## src/rtl/lrsc_pkg.sv

```systemverilog
package lrsc_pkg;

    localparam int CC_W         = 4;
    localparam int CC_OK_BIT    = 1;
    localparam int CC_SO_BIT    = 0;
    localparam int WORD_BYTES   = 4;

    typedef logic [CC_W-1:0] cc_t;

    typedef struct packed {
        logic valid;
        logic permit;
        cc_t  cc;
    } sc_resp_t;

    function automatic cc_t make_cc(input logic ok, input logic so);
        cc_t c;
        c = '0;
        c[CC_OK_BIT] = ok;
        c[CC_SO_BIT] = so;
        return c;
    endfunction

endpackage

```

## src/rtl/rsv_store.sv

```systemverilog
module rsv_store #(
    parameter int ADDR_W = 32,
    parameter int LEN_W  = 4
) (
    input  logic              clk,
    input  logic              rst,
    input  logic              set_i,
    input  logic [ADDR_W-1:0] set_addr_i,
    input  logic [LEN_W-1:0]  set_len_i,
    input  logic              drop_i,
    input  logic              kill_i,
    output logic              valid_o,
    output logic [ADDR_W-1:0] addr_o,
    output logic [LEN_W-1:0]  len_o
);

    typedef struct packed {
        logic              valid;
        logic [ADDR_W-1:0] addr;
        logic [LEN_W-1:0]  len;
    } rsv_t;

    rsv_t cur_q, nxt;

    always_comb begin
        nxt = cur_q;
        if (kill_i) begin
            nxt.valid = 1'b0;
        end else if (set_i) begin
            nxt.valid = 1'b1;
            nxt.addr  = set_addr_i;
            nxt.len   = set_len_i;
        end else if (drop_i) begin
            nxt.valid = 1'b0;
        end
    end

    always_ff @(posedge clk) begin
        if (rst) begin
            cur_q <= '0;
        end else begin
            cur_q <= nxt;
        end
    end

    assign valid_o = cur_q.valid;
    assign addr_o  = cur_q.addr;
    assign len_o   = cur_q.len;

    AST_LR_RECORDS: assert property (@(posedge clk) disable iff (rst)
        (set_i && !kill_i) |=> (valid_o && addr_o == $past(set_addr_i) && len_o == $past(set_len_i)));
    AST_SC_DROPS: assert property (@(posedge clk) disable iff (rst)
        (drop_i && !set_i) |=> !valid_o);
    AST_CLEAR_DROPS: assert property (@(posedge clk) disable iff (rst)
        kill_i |=> !valid_o);

endmodule

```

## src/rtl/rsv_match.sv

```systemverilog
module rsv_match
    import lrsc_pkg::*;
#(
    parameter int ADDR_W = 32,
    parameter int LEN_W  = 4
) (
    input  logic              valid_i,
    input  logic [ADDR_W-1:0] rsv_addr_i,
    input  logic [LEN_W-1:0]  rsv_len_i,
    input  logic [ADDR_W-1:0] sc_addr_i,
    input  logic              kill_i,
    output logic              hit_o
);

    localparam logic [LEN_W-1:0] WORD_LEN = LEN_W'(WORD_BYTES);

    logic addr_eq, len_ok;

    assign addr_eq = (rsv_addr_i == sc_addr_i);
    assign len_ok  = (rsv_len_i == WORD_LEN);
    assign hit_o   = valid_i && len_ok && addr_eq && !kill_i;

endmodule

```

## src/rtl/rsv_result.sv

```systemverilog
module rsv_result
    import lrsc_pkg::*;
(
    input  logic clk,
    input  logic rst,
    input  logic sc_i,
    input  logic hit_i,
    input  logic so_i,
    output logic valid_o,
    output logic permit_o,
    output cc_t  cc_o
);

    sc_resp_t resp_q, resp_d;

    always_comb begin
        resp_d = '0;
        if (sc_i) begin
            resp_d.valid  = 1'b1;
            resp_d.permit = hit_i;
            resp_d.cc     = make_cc(hit_i, so_i);
        end
    end

    always_ff @(posedge clk) begin
        if (rst) begin
            resp_q <= '0;
        end else begin
            resp_q <= resp_d;
        end
    end

    assign valid_o  = resp_q.valid;
    assign permit_o = resp_q.permit;
    assign cc_o     = resp_q.cc;

    AST_RESP_AFTER_SC: assert property (@(posedge clk) disable iff (rst)
        sc_i |=> valid_o);
    AST_QUIET_NO_SC: assert property (@(posedge clk) disable iff (rst)
        !sc_i |=> (!valid_o && !permit_o && cc_o == '0));
    AST_SO_CARRIED: assert property (@(posedge clk) disable iff (rst)
        sc_i |=> (cc_o[CC_SO_BIT] == $past(so_i)));

endmodule

```

## src/rtl/lrsc_monitor.sv

```systemverilog
module lrsc_monitor
    import lrsc_pkg::*;
#(
    parameter int ADDR_W = 32,
    parameter int LEN_W  = 4
) (
    input  logic              clk,
    input  logic              rst,
    input  logic              lr_req,
    input  logic [ADDR_W-1:0] lr_addr,
    input  logic [LEN_W-1:0]  lr_len,
    input  logic              sc_req,
    input  logic [ADDR_W-1:0] sc_addr,
    input  logic              so_flag,
    input  logic              rsv_clear,
    output logic              resp_valid,
    output logic              store_permit,
    output logic [CC_W-1:0]   cond_code
);

    logic              rsv_valid;
    logic [ADDR_W-1:0] rsv_addr;
    logic [LEN_W-1:0]  rsv_len;
    logic              sc_hit;

    rsv_store #(.ADDR_W(ADDR_W), .LEN_W(LEN_W)) u_store (
        .clk        (clk),
        .rst        (rst),
        .set_i      (lr_req),
        .set_addr_i (lr_addr),
        .set_len_i  (lr_len),
        .drop_i     (sc_req),
        .kill_i     (rsv_clear),
        .valid_o    (rsv_valid),
        .addr_o     (rsv_addr),
        .len_o      (rsv_len)
    );

    rsv_match #(.ADDR_W(ADDR_W), .LEN_W(LEN_W)) u_match (
        .valid_i    (rsv_valid),
        .rsv_addr_i (rsv_addr),
        .rsv_len_i  (rsv_len),
        .sc_addr_i  (sc_addr),
        .kill_i     (rsv_clear),
        .hit_o      (sc_hit)
    );

    rsv_result u_result (
        .clk      (clk),
        .rst      (rst),
        .sc_i     (sc_req),
        .hit_i    (sc_hit),
        .so_i     (so_flag),
        .valid_o  (resp_valid),
        .permit_o (store_permit),
        .cc_o     (cond_code)
    );

    AST_NO_RSV_NO_PERMIT: assert property (@(posedge clk) disable iff (rst)
        (sc_req && !rsv_valid) |=> !store_permit);
    AST_ADDR_MISS_FAILS: assert property (@(posedge clk) disable iff (rst)
        (sc_req && rsv_addr != sc_addr) |=> !store_permit);
    AST_PERMIT_IN_RESP: assert property (@(posedge clk) disable iff (rst)
        store_permit |-> (resp_valid && cond_code[CC_OK_BIT]));
    AST_CLEAR_FAILS_SC: assert property (@(posedge clk) disable iff (rst)
        (sc_req && rsv_clear) |=> !store_permit);

endmodule

```

## config.mk

```make
export PLATFORM = sky130hd
export DESIGN_NAME = lrsc_monitor
export DESIGN_NICKNAME = d
export VERILOG_FILES = /design/src/rtl/lrsc_pkg.sv /design/src/rtl/rsv_store.sv /design/src/rtl/rsv_match.sv /design/src/rtl/rsv_result.sv /design/src/rtl/lrsc_monitor.sv
export SDC_FILE = /design/constraint.sdc
export NUM_CORES = 1
export LEC_CHECK = 0
export BUFFER_PORTS_ARGS = -buffer_cell sky130_fd_sc_hd__buf_2
export CELL_PAD_IN_SITES_DETAIL_PLACEMENT = 0
export CELL_PAD_IN_SITES_GLOBAL_PLACEMENT = 1
export CORE_MARGIN = 2
export CORE_UTILIZATION = 32
export DETAILED_ROUTE_END_ITERATION = 6
export GPL_TIMING_DRIVEN = 0
export PLACE_DENSITY_LB_ADDON = 0.1
export SYNTH_ARGS = -nofsm -noshare
export SYNTH_HDL_FRONTEND = slang
export SYNTH_SLANG_ARGS = --single-unit
```

## constraint.sdc

```tcl
create_clock -name clk -period 1.4 [get_ports clk]
set_input_delay 0 -clock clk [delete_from_list [all_inputs] [get_ports clk]]
set_output_delay 0 -clock clk [all_outputs]
set_load 0.01 [all_outputs]
```

# Yosys cells after proc, flatten, opt, wreduce, memory -nomap -nowiden
# Index checks and enable logic that the tools add are counted.
[word_totals]
mem_bits_rw = 0
mem_count = 0
register_bits = 43
output_inout_bits = 6
mem_bits_ro = 0
inputBits = 74
latchBits = 0
elab_cells = 22
[classes]
multipliers = 0
n_addsub = 0
n_bitwise = 2
n_div = 0
n_shift = 0
n_eq_ne = 2
order_cmp = 0
reduce_logical = 8
mux = 3
[op_table]
columns = ["cell", "n"]
rows = [
  ["equality test 32 bit", 1],
  ["2-to-1 mux 6 bit", 1],
  ["equality test 4 x 3 -> 1 bit, second input constant", 1],
  ["OR reduction 2 bit", 2],
  ["logical AND 1 bit", 3],
  ["2-to-1 mux 1 bit", 2],
  ["NOT 1 bit", 2],
  ["AND reduction 2 bit", 1],
  ["nonzero test 2 bit", 1],
  ["logical NOT 1 bit", 1],
]

# Longest topological paths before layout
[logic_depth]
depth_word = 5
depth_mapped = 5
depth_no_buf = 4

# Cells and area by module
# A second synthesis with hierarchy kept.
[unflattened]
cells_unflattened = 224
area_unflattened_um2 = 2319.7
[modules_own_cells]
columns = ["mod", "cells_per_inst", "seq_area_each_um2", "n_inst", "area_per_inst_um2"]
rows = [
  ["rsv_store", 169, 740.7, 1, 1820.5],
  ["rsv_match", 45, 0.0, 1, 384.1],
  ["rsv_result", 10, 60.1, 1, 115.1],
]

# Least setup slack after synthesis
# OpenSTA, ideal clock, no wires.
[synth_path]
path_type = "register -> register"
startpoint = "register u_store.cur_q (netlist bit u_store.addr_o[24])"
endpoint = "register u_result.resp_q (netlist bit u_result.cc_o[1])"
stages_incl_launch_ff = 5
period_less_slack_ns = 1.082
arrival_time_ns = 0.995
n_path_buf = 0
setup_ns = 0.088
required_time_ns = 1.312
path_slack_ns = 0.318
path_cell_list = "dfxtp_1 > xor2_1 > nor4_1 > nand3_1 > nor4_2"
[synth_via]
elab_chain_len = 3
[synth_lines]
columns = ["element", "line_no", "source"]
rows = [
  ["from (decl)", "rsv_store.sv:23", "rsv_t cur_q, nxt;"],
  ["from (signal assigned)", "rsv_store.sv:42", "cur_q <= nxt;"],
  ["equality test 32 bit", "rsv_match.sv:19", "assign addr_eq = (rsv_addr_i == sc_addr_i);"],
  ["logical AND 1 bit (2 in a row)", "rsv_match.sv:21", "assign hit_o = valid_i && len_ok && addr_eq && !kill_i;"],
  ["to (signal assigned)", "rsv_result.sv:29", "resp_q <= resp_d;"],
  ["to (decl)", "rsv_result.sv:14", "sc_resp_t resp_q, resp_d;"],
]
# No other way between the ends.
# A chain may end at the register's enable or synchronous reset.

# Final worst setup path
[layout_path]
startpoint = "register u_store.cur_q (netlist bit u_store.addr_o[31])"
endpoint = "register u_result.resp_q (netlist bit u_result.cc_o[1])"
# The elaborated chain is that of the path after synthesis.

==> flow_summary.ini <==
[routing]
num_vias = 1764
drtIter0Drc = 82
drtAntennaViolNets = 0
wl_per_cell_um = 11.26
drcViolationCount = 0
wirelength_um = 4640
vias_per_cell = 4.282
drtPass1Iterations = 4

[setup_path]
path_max_fanout = 2
crit_path_start = u_store.addr_o[31]$_SDFFE_PP0P_
r2r-start = u_store.addr_o[31]$_SDFFE_PP0P_
required_ns = 1.61
worstPathArrival_ns = 1.49
end_kind = register
setup.worst_path.start_class = register
crit_path_cell_trace = xor2_1, nor4_2, nand4_1, nor4_2
path_common_cell = nor4_2
crit_slowest_cell = nor4_2
critPathMaxStageDelay_ns = 0.37
cp_num_buf_inv = 0
cpLargestDelayFamily = simple AND/OR/NAND/NOR gates
critPathKind = reg -> reg

[final_layout]
fin_nets = 415
drive_gt1_share_pct = 29.24
n_antenna_cell = 0
final_cell_area_sq_um = 2729
fin_util_pct = 52.76
fillers = 524
area_growth_pct = 56.23
fin_cells = 412

[global_routing]
gr-total-overflow = 0
grt_pass1_vias = 1691
grt_max_degree = 13
grt_usage_pct = 15.82
antenna_found_initial = 0
grt_pass1_wl_um = 7548

[die]
dieArea_sq_um = 6065
initial_utilization_pct = 33.77
core_sq_um = 5172
die_width_um = 77.88
ios = 80
die_h_um = 77.88
row_count = 26

[power_and_ir_drop]
power_leakage_nw = 1.238
powerDensity_nw_per_um2 = 885.2
power_mw = 2.416
combinationalPowerShare_pct = 17.1
seq_power_share_pct = 50.5
switching_share_pct = 24.75
vdd_drop_max_mv = 0.5847
p_switching_uw = 597.9
p_int_mw = 1.818
power_frac_clock_pct = 32.4

[job]
cap_viol_max_count = 0

[worst_hold_path]
min_from = lr_req
hold_path_class = in -> reg

[placement]
place_congestion = 0.6813
place_ws_ns = 0.04764
dp_cells = 364
portBuffers = 77
dp_hpwl_um = 3318
post_dp_cell_area_sq_um = 2223

[sta]
fin_crit_ns = 1.279
max_freq_ghz = 0.7816
report.final.slew_viol_count = 0
clock_skew_ns = 0.005009
worst_hold_slack_ns = 0.01861
rsz0062_at_grt = no
finalHoldViolations = 0
fin_crit_sh_pct = 91.39
slew_headroom_pct = 66.36
worst_slack_ns = 0.1205
tightest_slew_ns = 0.5046
setup_viol = 0
fin_tns_setup_ns = 0

[synthesis]
ys_ff_latch = 40
yosysSeqAreaShare_pct = 45.85
yosys_warnings = 0
synthCells = 216
syn_area_sq_um = 1747
synth_area_per_cell_sq_um = 8.086
synth.distinct_cells = 21

[cts]
path_clk_slew_ns = 0.08
ctsLongestPathBuffers = 2
cts_tree = done
clk_latency_ns = 0.29
cts.sinks = 40
cts-root-buf = clkbuf_8
cts-htree-levels = 2
numCtsBuffers = 5

[run_status]
outcome = complete, no violations
## cells in the mapped netlist
library cell	n	area (sq um)
a21oi_1	37	185.2
and2_1	1	6.260
buf_2	8	40.04
buf_4	3	22.52
clkbuf_1	4	15.01
conb_1	1	3.750
dfxtp_1	40	800.8
inv_1	1	3.750
nand2_1	72	270.3
nand2b_1	1	6.260
nand3_1	1	5.000
nand4_1	2	12.51
nand4b_1	1	8.760
nor2_1	1	3.750
nor2b_1	1	6.260
nor3_1	1	5.000
nor4_1	6	37.54
nor4_2	2	25.02
nor4b_1	1	8.760
xnor2_1	4	35.03
xor2_1	28	245.2
## cell type report
cell class | count | area, sq um | area share [%]
multi-input cells | 161 | 880.8 | 32.28
well taps | 70 | 87.58 | 3.210
clock buffers | 6 | 82.58 | 3.026
clock inverters | 2 | 10.01 | 0.3668
flip-flops and latches | 40 | 800.8 | 29.34
repair buffers | 117 | 785.8 | 28.79
plain buffers | 15 | 77.57 | 2.843
inverters | 1 | 3.754 | 0.1376
## routing by layer
layer	track usage (%)	vias up	share of wire, %
met5	0	-	0
met2	26.47	49	47
met4	4.286	0	0.99
met3	3.721	7	5.0
met1	20.30	760	47
li1	-	948	-
## worst register-to-register path: cells and delay by family (launching register included)
kind	cells	cell delay, ns
flops	1	0.33
simple gates	3	0.70
xor+xnor	1	0.17
## repair_timing
action                                  in CTS  in global routing
resized for setup                            0                  2
hold buffers                                40                  0
endpoints found under the setup margin       0                  1
buffers inserted                             0                  0
endpoints found under the hold margin       39                  0
## cells in the final DEF (no fill, tap or decap)
cell type | synthesis | layout
clkbuf_8 | 0 | 6
clkbuf_1 | 4 | 4
xor2_1 | 28 | 28
xnor2_1 | 4 | 4
nand4b_1 | 1 | 1
a21oi_1 | 37 | 37
nor2b_1 | 1 | 1
nor4_2 | 2 | 4
nor4b_1 | 1 | 1
inv_1 | 1 | 1
nor3_1 | 1 | 1
nand2b_1 | 1 | 1
nand2_1 | 72 | 72
nand4_1 | 2 | 2
buf_4 | 3 | 3
nand3_1 | 1 | 1
dfxtp_1 | 40 | 40
dlygate4sd3_1 | 0 | 40
and2_1 | 1 | 1
clkinv_2 | 0 | 2
nor2_1 | 1 | 1
buf_2 | 8 | 85
nor4_1 | 6 | 4
conb_1 | 1 | 2
## state kept, by name, summed over array words and instances, names as in the netlist
register,cells
u_result.cc_o,2
u_store.addr_o,32
u_store.valid_o,1
u_result.valid_o,1
u_store.len_o,4
## worst paths after layout
kind              cells after the start                             to  slack [ns]
setup / recovery                      4    u_result.cc_o[1]$_SDFF_PP0_        0.12
hold / removal                        3   u_store.valid_o$_SDFFE_PP0P_        0.02
setup reg to reg                      4    u_result.cc_o[1]$_SDFF_PP0_        0.12
hold reg to reg                       2  u_store.len_o[3]$_SDFFE_PP0P_        0.46
## power by group through the flow
stage | sequential (mW) | combinational, mW | clock [mW]
final | 1.22 | 0.414 | 0.782
after global routing | 1.23 | 0.464 | 0.866
after CTS | 1.22 | 0.411 | 0.806
after detailed placement | 1.25 | 0.325 | 0
after global placement | 1.25 | 0.326 | 0
after floorplan | 1.24 | 0.172 | 0
## logic make-up after synthesis
group	count (synthesis)	synth area share, %
other	1	0.2147
AND/OR/NAND/NOR	90	22.64
buffers and inverters	16	4.656
XOR/XNOR	32	16.05
AO/OA/AOI/OAI	37	10.60
flip-flops	40	45.85
Power figures use the tool's default switching activity.
